File: config.mk
export PLATFORM = sky130hd
export DESIGN_NAME = mii_crs_col
export DESIGN_NICKNAME = d
export VERILOG_FILES = /design/src/rtl/mii_cs_pkg.sv /design/src/rtl/mii_rx_carrier.sv /design/src/rtl/mii_col_qual.sv /design/src/rtl/mii_sqe_gen.sv /design/src/rtl/mii_crs_col.sv
export SDC_FILE = /design/constraint.sdc
export NUM_CORES = 1
export LEC_CHECK = 0
export BUFFER_PORTS_ARGS = -buffer_cell sky130_fd_sc_hd__buf_2
export CORE_ASPECT_RATIO = 0.8
export CORE_MARGIN = 2
export CORE_UTILIZATION = 50
export CTS_CLUSTER_DIAMETER = 200
export CTS_CLUSTER_SIZE = 16
export DETAILED_ROUTE_END_ITERATION = 16
export PLACE_DENSITY = 0.7
export SLEW_MARGIN = 25
export SYNTH_ARGS = -nofsm -noshare
export SYNTH_HDL_FRONTEND = slang
export SYNTH_SLANG_ARGS = --single-unit
File: constraint.sdc
create_clock -name clk -period 3.1 [get_ports clk]
set_clock_uncertainty 0.2 [all_clocks]
set_input_delay 0.155 -clock clk [delete_from_list [all_inputs] [get_ports clk]]
set_output_delay 0.155 -clock clk [all_outputs]
set_load 0.05 [all_outputs]
File: src/rtl/mii_cs_pkg.sv
// Shared state types for the MII carrier-sense and collision block.
package mii_cs_pkg;
    // Heartbeat sequencer states.
    typedef enum logic [1:0] {HB_IDLE, HB_GAP, HB_PULSE} hb_state_e;
    // 100 Mb/s carrier pattern search states.
    typedef enum logic [1:0] {PAT_IDLE, PAT_ZERO, PAT_ZERO_ONE} pat_state_e;
endpackage

File: src/rtl/mii_rx_carrier.sv
// Receive carrier source.
// At 10 Mb/s: passes rx_active through.
// At 100 Mb/s: with link_ok, searches the ticked bit stream for a zero, one or
// more ones, then a zero. The carrier holds until rx_active falls or the link drops.
// Assumes: rx_bit is only meaningful in cycles with bit_tick.
module mii_rx_carrier
    import mii_cs_pkg::*;
(
    input  logic clk,
    input  logic rst_n,
    input  logic speed100,
    input  logic link_ok,
    input  logic rx_active,
    input  logic rx_bit,
    input  logic bit_tick,
    output logic rx_carr
);
    logic       act_q;
    logic       car100;
    pat_state_e pat;
    logic       pkt_end;

    assign pkt_end = act_q & ~rx_active;

    // Remember last rx_active to find end of packet.
    always_ff @(posedge clk) begin
        if (!rst_n) act_q <= 1'b0;
        else        act_q <= rx_active;
    end

    // Pattern search and carrier hold for 100 Mb/s.
    always_ff @(posedge clk) begin
        if (!rst_n) begin
            car100 <= 1'b0;
            pat    <= PAT_IDLE;
        end else if (!speed100 || !link_ok) begin
            car100 <= 1'b0;
            pat    <= PAT_IDLE;
        end else if (car100) begin
            pat <= PAT_IDLE;
            if (pkt_end) car100 <= 1'b0;
        end else if (bit_tick) begin
            case (pat)
                PAT_IDLE:     if (!rx_bit) pat <= PAT_ZERO;
                PAT_ZERO:     if (rx_bit)  pat <= PAT_ZERO_ONE;
                PAT_ZERO_ONE: if (!rx_bit) begin
                    car100 <= 1'b1;
                    pat    <= PAT_IDLE;
                end
                default:      pat <= PAT_IDLE;
            endcase
        end
    end

    assign rx_carr = speed100 ? car100 : rx_active;

    AST_CAR_NEEDS_LINK: assert property (@(posedge clk) disable iff (!rst_n)
        !link_ok |=> !car100);
    AST_CAR_ADJ_ZEROS: assert property (@(posedge clk) disable iff (!rst_n)
        (pat == PAT_ZERO && !car100) |=> !car100);
endmodule

File: src/rtl/mii_col_qual.sv
// Collision qualifier.
// Overlap of tx_en and receive carrier in half duplex is a collision.
// At 10 Mb/s, when transmit was first, COL waits QUAL_BITS ticks; otherwise
// it is immediate. The count restarts whenever the overlap breaks.
// Assumes: no bit_tick in the onset cycle of a collision.
module mii_col_qual #(
    parameter int QUAL_BITS = 7
) (
    input  logic clk,
    input  logic rst_n,
    input  logic speed100,
    input  logic full_dup,
    input  logic tx_en,
    input  logic rx_carr,
    input  logic bit_tick,
    output logic coll_on
);
    localparam int QW = $clog2(QUAL_BITS + 1);

    logic          raw, raw_q, rx_q, onset, pending;
    logic [QW-1:0] cnt;

    assign raw   = ~full_dup & tx_en & rx_carr;
    assign onset = raw & ~raw_q;

    // Previous-cycle overlap and receive carrier, to classify the onset.
    always_ff @(posedge clk) begin
        if (!rst_n) begin
            raw_q <= 1'b0;
            rx_q  <= 1'b0;
        end else begin
            raw_q <= raw;
            rx_q  <= rx_carr;
        end
    end

    // Qualification counter and collision state.
    always_ff @(posedge clk) begin
        if (!rst_n || !raw) begin
            coll_on <= 1'b0;
            pending <= 1'b0;
            cnt     <= '0;
        end else if (onset) begin
            if (speed100 || rx_q) begin
                coll_on <= 1'b1;
                pending <= 1'b0;
                cnt     <= '0;
            end else begin
                pending <= 1'b1;
                cnt     <= QW'(bit_tick);
            end
        end else if (pending && bit_tick) begin
            if (cnt == QW'(QUAL_BITS - 1)) begin
                coll_on <= 1'b1;
                pending <= 1'b0;
            end else begin
                cnt <= cnt + 1'b1;
            end
        end
    end

    AST_COL_RX_FIRST: assert property (@(posedge clk) disable iff (!rst_n)
        (onset && rx_q) |=> coll_on);
    AST_COL_QUAL_WAIT: assert property (@(posedge clk) disable iff (!rst_n)
        (pending && !bit_tick) |=> !coll_on);
    AST_COL_HOLD: assert property (@(posedge clk) disable iff (!rst_n)
        (coll_on && raw) |=> coll_on);
    AST_COL_ENDS: assert property (@(posedge clk) disable iff (!rst_n)
        !tx_en |=> !coll_on);
    AST_COL_FD_NONE: assert property (@(posedge clk) disable iff (!rst_n)
        full_dup |=> !coll_on);
endmodule

File: src/rtl/mii_sqe_gen.sv
// Heartbeat (SQE test) pulse generator.
// After tx_en falls, waits GAP_TICKS ticks, then holds sqe_on for LEN_TICKS
// ticks. Any tx_en or loss of enable returns to idle.
// Assumes: enable already folds in heartbeat, 10 Mb/s and half duplex.
module mii_sqe_gen
    import mii_cs_pkg::*;
#(
    parameter int GAP_TICKS = 10,
    parameter int LEN_TICKS = 10
) (
    input  logic clk,
    input  logic rst_n,
    input  logic enable,
    input  logic tx_en,
    input  logic bit_tick,
    output logic sqe_on
);
    localparam int MAXT = (GAP_TICKS > LEN_TICKS) ? GAP_TICKS : LEN_TICKS;
    localparam int CW   = $clog2(MAXT + 1);

    hb_state_e     st;
    logic [CW-1:0] cnt;
    logic          tx_q;

    // Previous tx_en, to see the end of a transmission.
    always_ff @(posedge clk) begin
        if (!rst_n) tx_q <= 1'b0;
        else        tx_q <= tx_en;
    end

    // Gap and pulse sequencing.
    always_ff @(posedge clk) begin
        if (!rst_n || !enable || tx_en) begin
            st  <= HB_IDLE;
            cnt <= '0;
        end else begin
            case (st)
                HB_IDLE: if (tx_q) begin
                    st  <= HB_GAP;
                    cnt <= '0;
                end
                HB_GAP: if (bit_tick) begin
                    if (cnt == CW'(GAP_TICKS - 1)) begin
                        st  <= HB_PULSE;
                        cnt <= '0;
                    end else cnt <= cnt + 1'b1;
                end
                HB_PULSE: if (bit_tick) begin
                    if (cnt == CW'(LEN_TICKS - 1)) begin
                        st  <= HB_IDLE;
                        cnt <= '0;
                    end else cnt <= cnt + 1'b1;
                end
                default: st <= HB_IDLE;
            endcase
        end
    end

    assign sqe_on = (st == HB_PULSE);

    AST_HB_QUIET: assert property (@(posedge clk) disable iff (!rst_n)
        !enable |=> !sqe_on);
    AST_HB_NOT_IN_TX: assert property (@(posedge clk) disable iff (!rst_n)
        tx_en |=> !sqe_on);
    AST_HB_HOLDS: assert property (@(posedge clk) disable iff (!rst_n)
        (sqe_on && !bit_tick && enable && !tx_en) |=> sqe_on);
endmodule

File: src/rtl/mii_crs_col.sv
// MII carrier-sense and collision generator (top).
// Combines receive carrier, collision qualification and heartbeat into the
// CRS and COL outputs. CRS is registered; COL is the OR of two registers.
// Assumes: configuration bits change only while the line is idle.
module mii_crs_col #(
    parameter int QUAL_BITS = 7,
    parameter int GAP_TICKS = 10,
    parameter int LEN_TICKS = 10
) (
    input  logic clk,
    input  logic rst_n,
    input  logic tx_en,
    input  logic rx_active,
    input  logic rx_bit,
    input  logic link_ok,
    input  logic bit_tick,
    input  logic cfg_speed100,
    input  logic cfg_full_dup,
    input  logic cfg_hb_en,
    output logic crs,
    output logic col
);
    logic rx_carr, coll_on, sqe_on, hb_enable;

    assign hb_enable = cfg_hb_en & ~cfg_speed100 & ~cfg_full_dup;

    mii_rx_carrier u_carrier (
        .clk       (clk),
        .rst_n     (rst_n),
        .speed100  (cfg_speed100),
        .link_ok   (link_ok),
        .rx_active (rx_active),
        .rx_bit    (rx_bit),
        .bit_tick  (bit_tick),
        .rx_carr   (rx_carr)
    );

    mii_col_qual #(.QUAL_BITS(QUAL_BITS)) u_qual (
        .clk      (clk),
        .rst_n    (rst_n),
        .speed100 (cfg_speed100),
        .full_dup (cfg_full_dup),
        .tx_en    (tx_en),
        .rx_carr  (rx_carr),
        .bit_tick (bit_tick),
        .coll_on  (coll_on)
    );

    mii_sqe_gen #(.GAP_TICKS(GAP_TICKS), .LEN_TICKS(LEN_TICKS)) u_sqe (
        .clk      (clk),
        .rst_n    (rst_n),
        .enable   (hb_enable),
        .tx_en    (tx_en),
        .bit_tick (bit_tick),
        .sqe_on   (sqe_on)
    );

    // Carrier sense: receive carrier, plus own transmit in half duplex.
    always_ff @(posedge clk) begin
        if (!rst_n) crs <= 1'b0;
        else        crs <= rx_carr | (tx_en & ~cfg_full_dup);
    end

    assign col = coll_on | sqe_on;

    AST_RESET_QUIET: assert property (@(posedge clk)
        !rst_n |=> (!col && !crs));
    AST_CRS_HALF_TX: assert property (@(posedge clk) disable iff (!rst_n)
        (!cfg_full_dup && tx_en) |=> crs);
    AST_FD_NO_COL: assert property (@(posedge clk) disable iff (!rst_n)
        cfg_full_dup |=> !col);
endmodule

======== Yosys cells after proc, flatten, opt, wreduce, memory -nomap -nowiden ========
Index checks and enable logic that the tools add are counted.
storage, ports and cells
  register bits after elaboration ......... 19
  output and inout port bits .............. 2
  logic and storage cells ................. 101
cells by class
  $add $sub $neg .......................... 2
  equal/unequal tests ..................... 17
  mux-type cells .......................... 32
  bitwise operators ....................... 13
  reductions and logical operators ........ 25
operator list
  kind                                                  number
  2-to-1 mux 2 bit                                      8
  2-to-1 mux 1 bit                                      15
  2-to-1 mux 4 bit                                      3
  != test 2 bit (second input constant)                 6
  one-hot mux 2 bit (3 select lines)                    2
  != test 2 x 1 -> 1 bit (second input constant)        5
  2-to-1 mux 3 bit                                      3
  one-hot mux 4 bit (2 select lines)                    1
  bitwise AND 1 bit                                     6
  AND reduction 3 bit                                   2
  nonzero test 2 bit                                    3
  zero test 1 bit                                       5
  logical OR 1 bit                                      5
  NOT 1 bit                                             5
  AND reduction 5 bit                                   1
  adder 4 x 1 -> 4 bit (second input constant)          1
  equality test 2 x 1 -> 1 bit (second input constant)  2
  equality test 2 bit (second input constant)           2
  equality test 4 bit (second input constant)           1
  zero test 2 bit                                       2
  AND reduction 2 bit                                   2
  AND reduction 4 bit                                   1
  OR reduction 2 bit                                    2
  adder 3 x 1 -> 3 bit (second input constant)          1
  4 further kinds                                       5

======== Logic depth before layout (Yosys ltp) ========
  word-level depth ........................ 6
  mapped depth ............................ 6
  mapped depth without buffers ............ 6

======== Modules after synthesis ========
A second synthesis with hierarchy kept.
unflattened totals
  cell total of the unflattened synthesis .. 109
  area, all modules ....................... 1076.0 µm²
by module, submodules not included
  module          times used  cells an instance  area each (µm²)  sequential area each (µm²)
  mii_sqe_gen     1           51                 467.9            140.1
  mii_col_qual    1           33                 380.4            140.1
  mii_rx_carrier  1           20                 180.2            80.1
  mii_crs_col     1           5                  47.5             20.0

======== Least setup slack after synthesis ========
No wires, ideal clock.
  path type ............................... reg-to-reg
  start ................................... register u_sqe.st[0]
  end ..................................... register u_sqe.cnt[1]
  library setup time ...................... 70 ps
  arrival time ............................ 1503 ps
  required time ........................... 2830 ps
  path slack .............................. 1327 ps
  cell stages (with the launch flop) ...... 7
  buffers on the path ..................... 0
  period minus slack after synthesis ...... 1773 ps
  cell sequence ........................... dfxtp_1 inv_1 ha_1 nand2b_1 nand2b_1 or4_1 a21oi_1
on the way
  word-level cells in the longest chain between the ends .. 4
  elaborated cells between the ends (all ways) .. 9
  classes of those cells .................. eq/ne: 4; mux: 1; reduce/logical: 4
ends and longest elaborated chain
  item                                                                    RTL line           RTL
  start: declaration                                                      mii_sqe_gen.sv:21  hb_state_e st;
  start signal: assignment                                                mii_sqe_gen.sv:34  st <= HB_IDLE;
  start signal: assignment                                                mii_sqe_gen.sv:39  st <= HB_GAP;
  start signal: assignment                                                mii_sqe_gen.sv:44  st <= HB_PULSE;
  equality test 2 bit or equality test 2 x 1 -> 1 bit (tied branches)     mii_sqe_gen.sv:37  case (st)
  OR reduction 2 bit (no line)                                            -
  != test 2 x 1 -> 1 bit (no line) or nonzero test 2 bit (tied branches)  -
  AND reduction 3 bit (no line)                                           -
  end signal: assignment                                                  mii_sqe_gen.sv:46  end else cnt <= cnt + 1'b1;
  end signal: assignment                                                  mii_sqe_gen.sv:52  end else cnt <= cnt + 1'b1;
  end: declaration                                                        mii_sqe_gen.sv:22  logic [CW-1:0] cnt;
Several ways; a longest one is shown, not always the timed one.
A chain may end at the register's enable or synchronous reset.

======== Final worst setup path ========
  start ................................... register u_sqe.st[0]
  end ..................................... register u_sqe.cnt[2]
Same word-level chain as after synthesis.

==> metrics.csv <==
metric;value;unit
initial antenna violation count;0;
area growth from synthesis to layout;18.84;%
Synth Flop Type;dfxtp_1;
post-synthesis cell area;989.7;um^2
I/O pin cnt;12;
crit path max fanout;8;
combinational cell fraction of total power;9.3;%
core box area;0.001874;mm^2
Starting Density;52.80;%
first-pass GRT wire length;3.312;mm
CP endpoint kind;flop;
Final min period;1.973;ns
Synth Instances;113;
Min Hold Slack;0.06790;ns
most common cell after layout, fill and taps aside;dfxtp_1;
post-synth top area cell;dfxtp_1;
Clock transition at path regs;0.11;ns
vias in the first global route;793;
I/O Buffers;11;
P_sw;97.09;uW
f_max;0.5070;GHz
clk sink count;19;
CTS Buf Count;3;
Mapped Avg Cell Area;8.758;um^2
top post-synthesis cells by area;dfxtp_1, ha_1, a21oi_1;
Nets;154;
Worst IR Drop VDD;0.2587;mV
Final Wtd Congestion;0.8115;
Wirelength per Cell;12.53;um
DRC;0;
Post-synth EDFFs;0;
Power Density;349.4;mW/mm^2
DRT iter0 DRCs;20;
Worst EP required;3.14;ns
FFs w/ async S/R, synth;0;%
Post-DP HPWL;1.433;mm
slowest CP cell;or4b_1;
cts repair resizes;0;
Clock power frac;30.1;%
Worst Tran Pin Value;0.3489;ns
layout cells sized above 1;13.33;%
sequential share of power;60.5;%
Crit Path Category;reg2reg;
Critical Path Source Type;flop;
WP depth;6;
RSZ-0062 raised after global routing;false;
worst min path class;in2reg;
Slowest Stage Delay on Critical Path;0.53;ns
largest net degree at the start of global routing;12;
leakage;0.4578;nW
Yosys cell types;35;
Final Hold Viols;0;
Post-DP Area;0.001059;mm^2
routed via count;864;
status;complete, no violations;
Hold Crit Depth;4;
max_slew headroom;76.67;%
antenna cells;0;
part of the cycle the worst path needs;63.63;%
Yosys top cell area share;38.43;%
register bit total from synthesis;19;
final wirelength;1.992;mm
fin area;0.001176;mm^2
Buffers & Inverters on Critical Path;1;
CP Cell Sequence;inv_1 -> ha_1 -> nand2b_1 -> nand2b_1 -> or4b_1 -> a21oi_1;
die height;43.80;um
Ys Warns;0;
Slew Limit Fails;0;
root buffer cell;clkbuf_4;
number of max-cap violations;0;
Longest Clk Path Bufs;2;
setup TNS;0;ns
synthesized net count;131;
Final Setup Violations;0;
Fillers;157;
R2R cell count;6;
Seq/Total Area, Yosys;38.43;%
Total GRT Usage;19.96;%
internal power component;313.8;uW
# rows;14;
CP delay by family, top;simple AND/OR/NAND/NOR gates;
die area;0.002354;mm^2
DR pass1 iterations;4;
die width;53.74;um
Worst EP arrival;2.01;ns
CTS tree;built;
Via density;5.434;
Sw Share;23.63;%
crit-path most repeated cell;nand2b_1;
H-tree depth;1;
most frequent cells in the layout;dfxtp_1, a21oi_1, buf_2, dlygate4sd3_1;
worst skew pair latency;0.30;ns
Power, Total;410.9;uW
grt total ovfl;0;
post-route ant nets;0;
-- power by group through the flow --
stage | sequential (mW) | combinational [mW] | clock [mW]
finish | 0.249 | 0.0383 | 0.124
global route | 0.249 | 0.0419 | 0.141
CTS | 0.249 | 0.0375 | 0.130
detailed placement | 0.254 | 0.0286 | 0
global placement | 0.254 | 0.0281 | 0
floorplan | 0.257 | 0.0154 | 0
-- cell usage after synthesis (2+ instances only) --
| cell type | n |
|---|---|
| dfxtp_1 | 19 |
| a21oi_1 | 12 |
| ha_1 | 8 |
| inv_1 | 8 |
| nand2_1 | 7 |
| nand2b_1 | 7 |
| o21ai_0 | 7 |
| nand3_1 | 4 |
| nor2_1 | 4 |
| nor3_1 | 4 |
| a211oi_1 | 3 |
| nor2b_1 | 3 |
| and2_1 | 2 |
| mux2i_1 | 2 |
| nor4_1 | 2 |
| or4_1 | 2 |
-- per-layer routing --
metal | part of all wire, % | track usage, %
met1 | 48 | 24.68
met5 | 0 | 0
met3 | 3.2 | 7.241
met4 | 1.4 | 7.692
met2 | 47 | 31.46
-- cell type report --
cell class              count  area [um^2]  area share [%]
multi-input cells          84        563.0           47.87
well taps                  24        30.03           2.553
repair buffers             20        145.1           12.34
inverters                   8        30.03           2.553
clock buffers               3        22.52           1.915
flip-flops and latches     19        380.4           32.34
clock inverters             1        5.005          0.4255
-- kinds of logic after synthesis --
kind of cell | Yosys count | synth area share, %
and+or+nand+nor | 42 | 24.02
xor gates and xnor gates | 1 | 0.8851
muxes | 2 | 2.023
adders and majority gates | 8 | 10.11
buffers and inverters | 10 | 4.677
DFF | 19 | 38.43
AOI/OAI and AO/OA | 31 | 19.85
-- flip-flops by register name, indices dropped and copies added, names as in the netlist, 2 cells and up --
name           cells
u_qual.cnt         3
u_sqe.st           2
u_sqe.cnt          4
u_carrier.pat      2
-- worst register-to-register path, delay by kind of cell (launching register included) --
family | cells | cell delay, ns
AOI/OAI and AO/OA | 1 | 0.15
adders and majority gates | 1 | 0.21
buffers and inverters | 1 | 0.11
DFF | 1 | 0.43
and+or+nand+nor | 3 | 0.82
-- worst paths after layout --
kind	startpoint	endpoint	slack (ns)
worst max-delay path	u_sqe.st[0]	u_sqe.cnt[2]	1.13
worst min-delay path	cfg_full_dup	u_sqe.cnt[1]	0.07
worst max register to register	u_sqe.st[0]	u_sqe.cnt[2]	1.13
worst min register to register	u_qual.coll_on	u_qual.coll_on	0.27
-- timing repair --
action / 4_1_cts / 5_1_grt
setup buffers: 0 / 0
hold buffers: 9 / 0
endpoints found under the hold margin: 8 / 0
-- metrics by stage --
step / util, % / cells / setup WS (ns)
final: 62.75 / 159 / 1.127
after global routing: 62.75 / 159 / 0.9830
after CTS: 62.75 / 159 / 1.124
after detailed placement: 56.48 / 146 / 1.145
after global placement: 56.48 / 146 / 1.254
after floorplan: - / 113 / 1.327
Note: power is estimated with default switching activity, not from simulation.
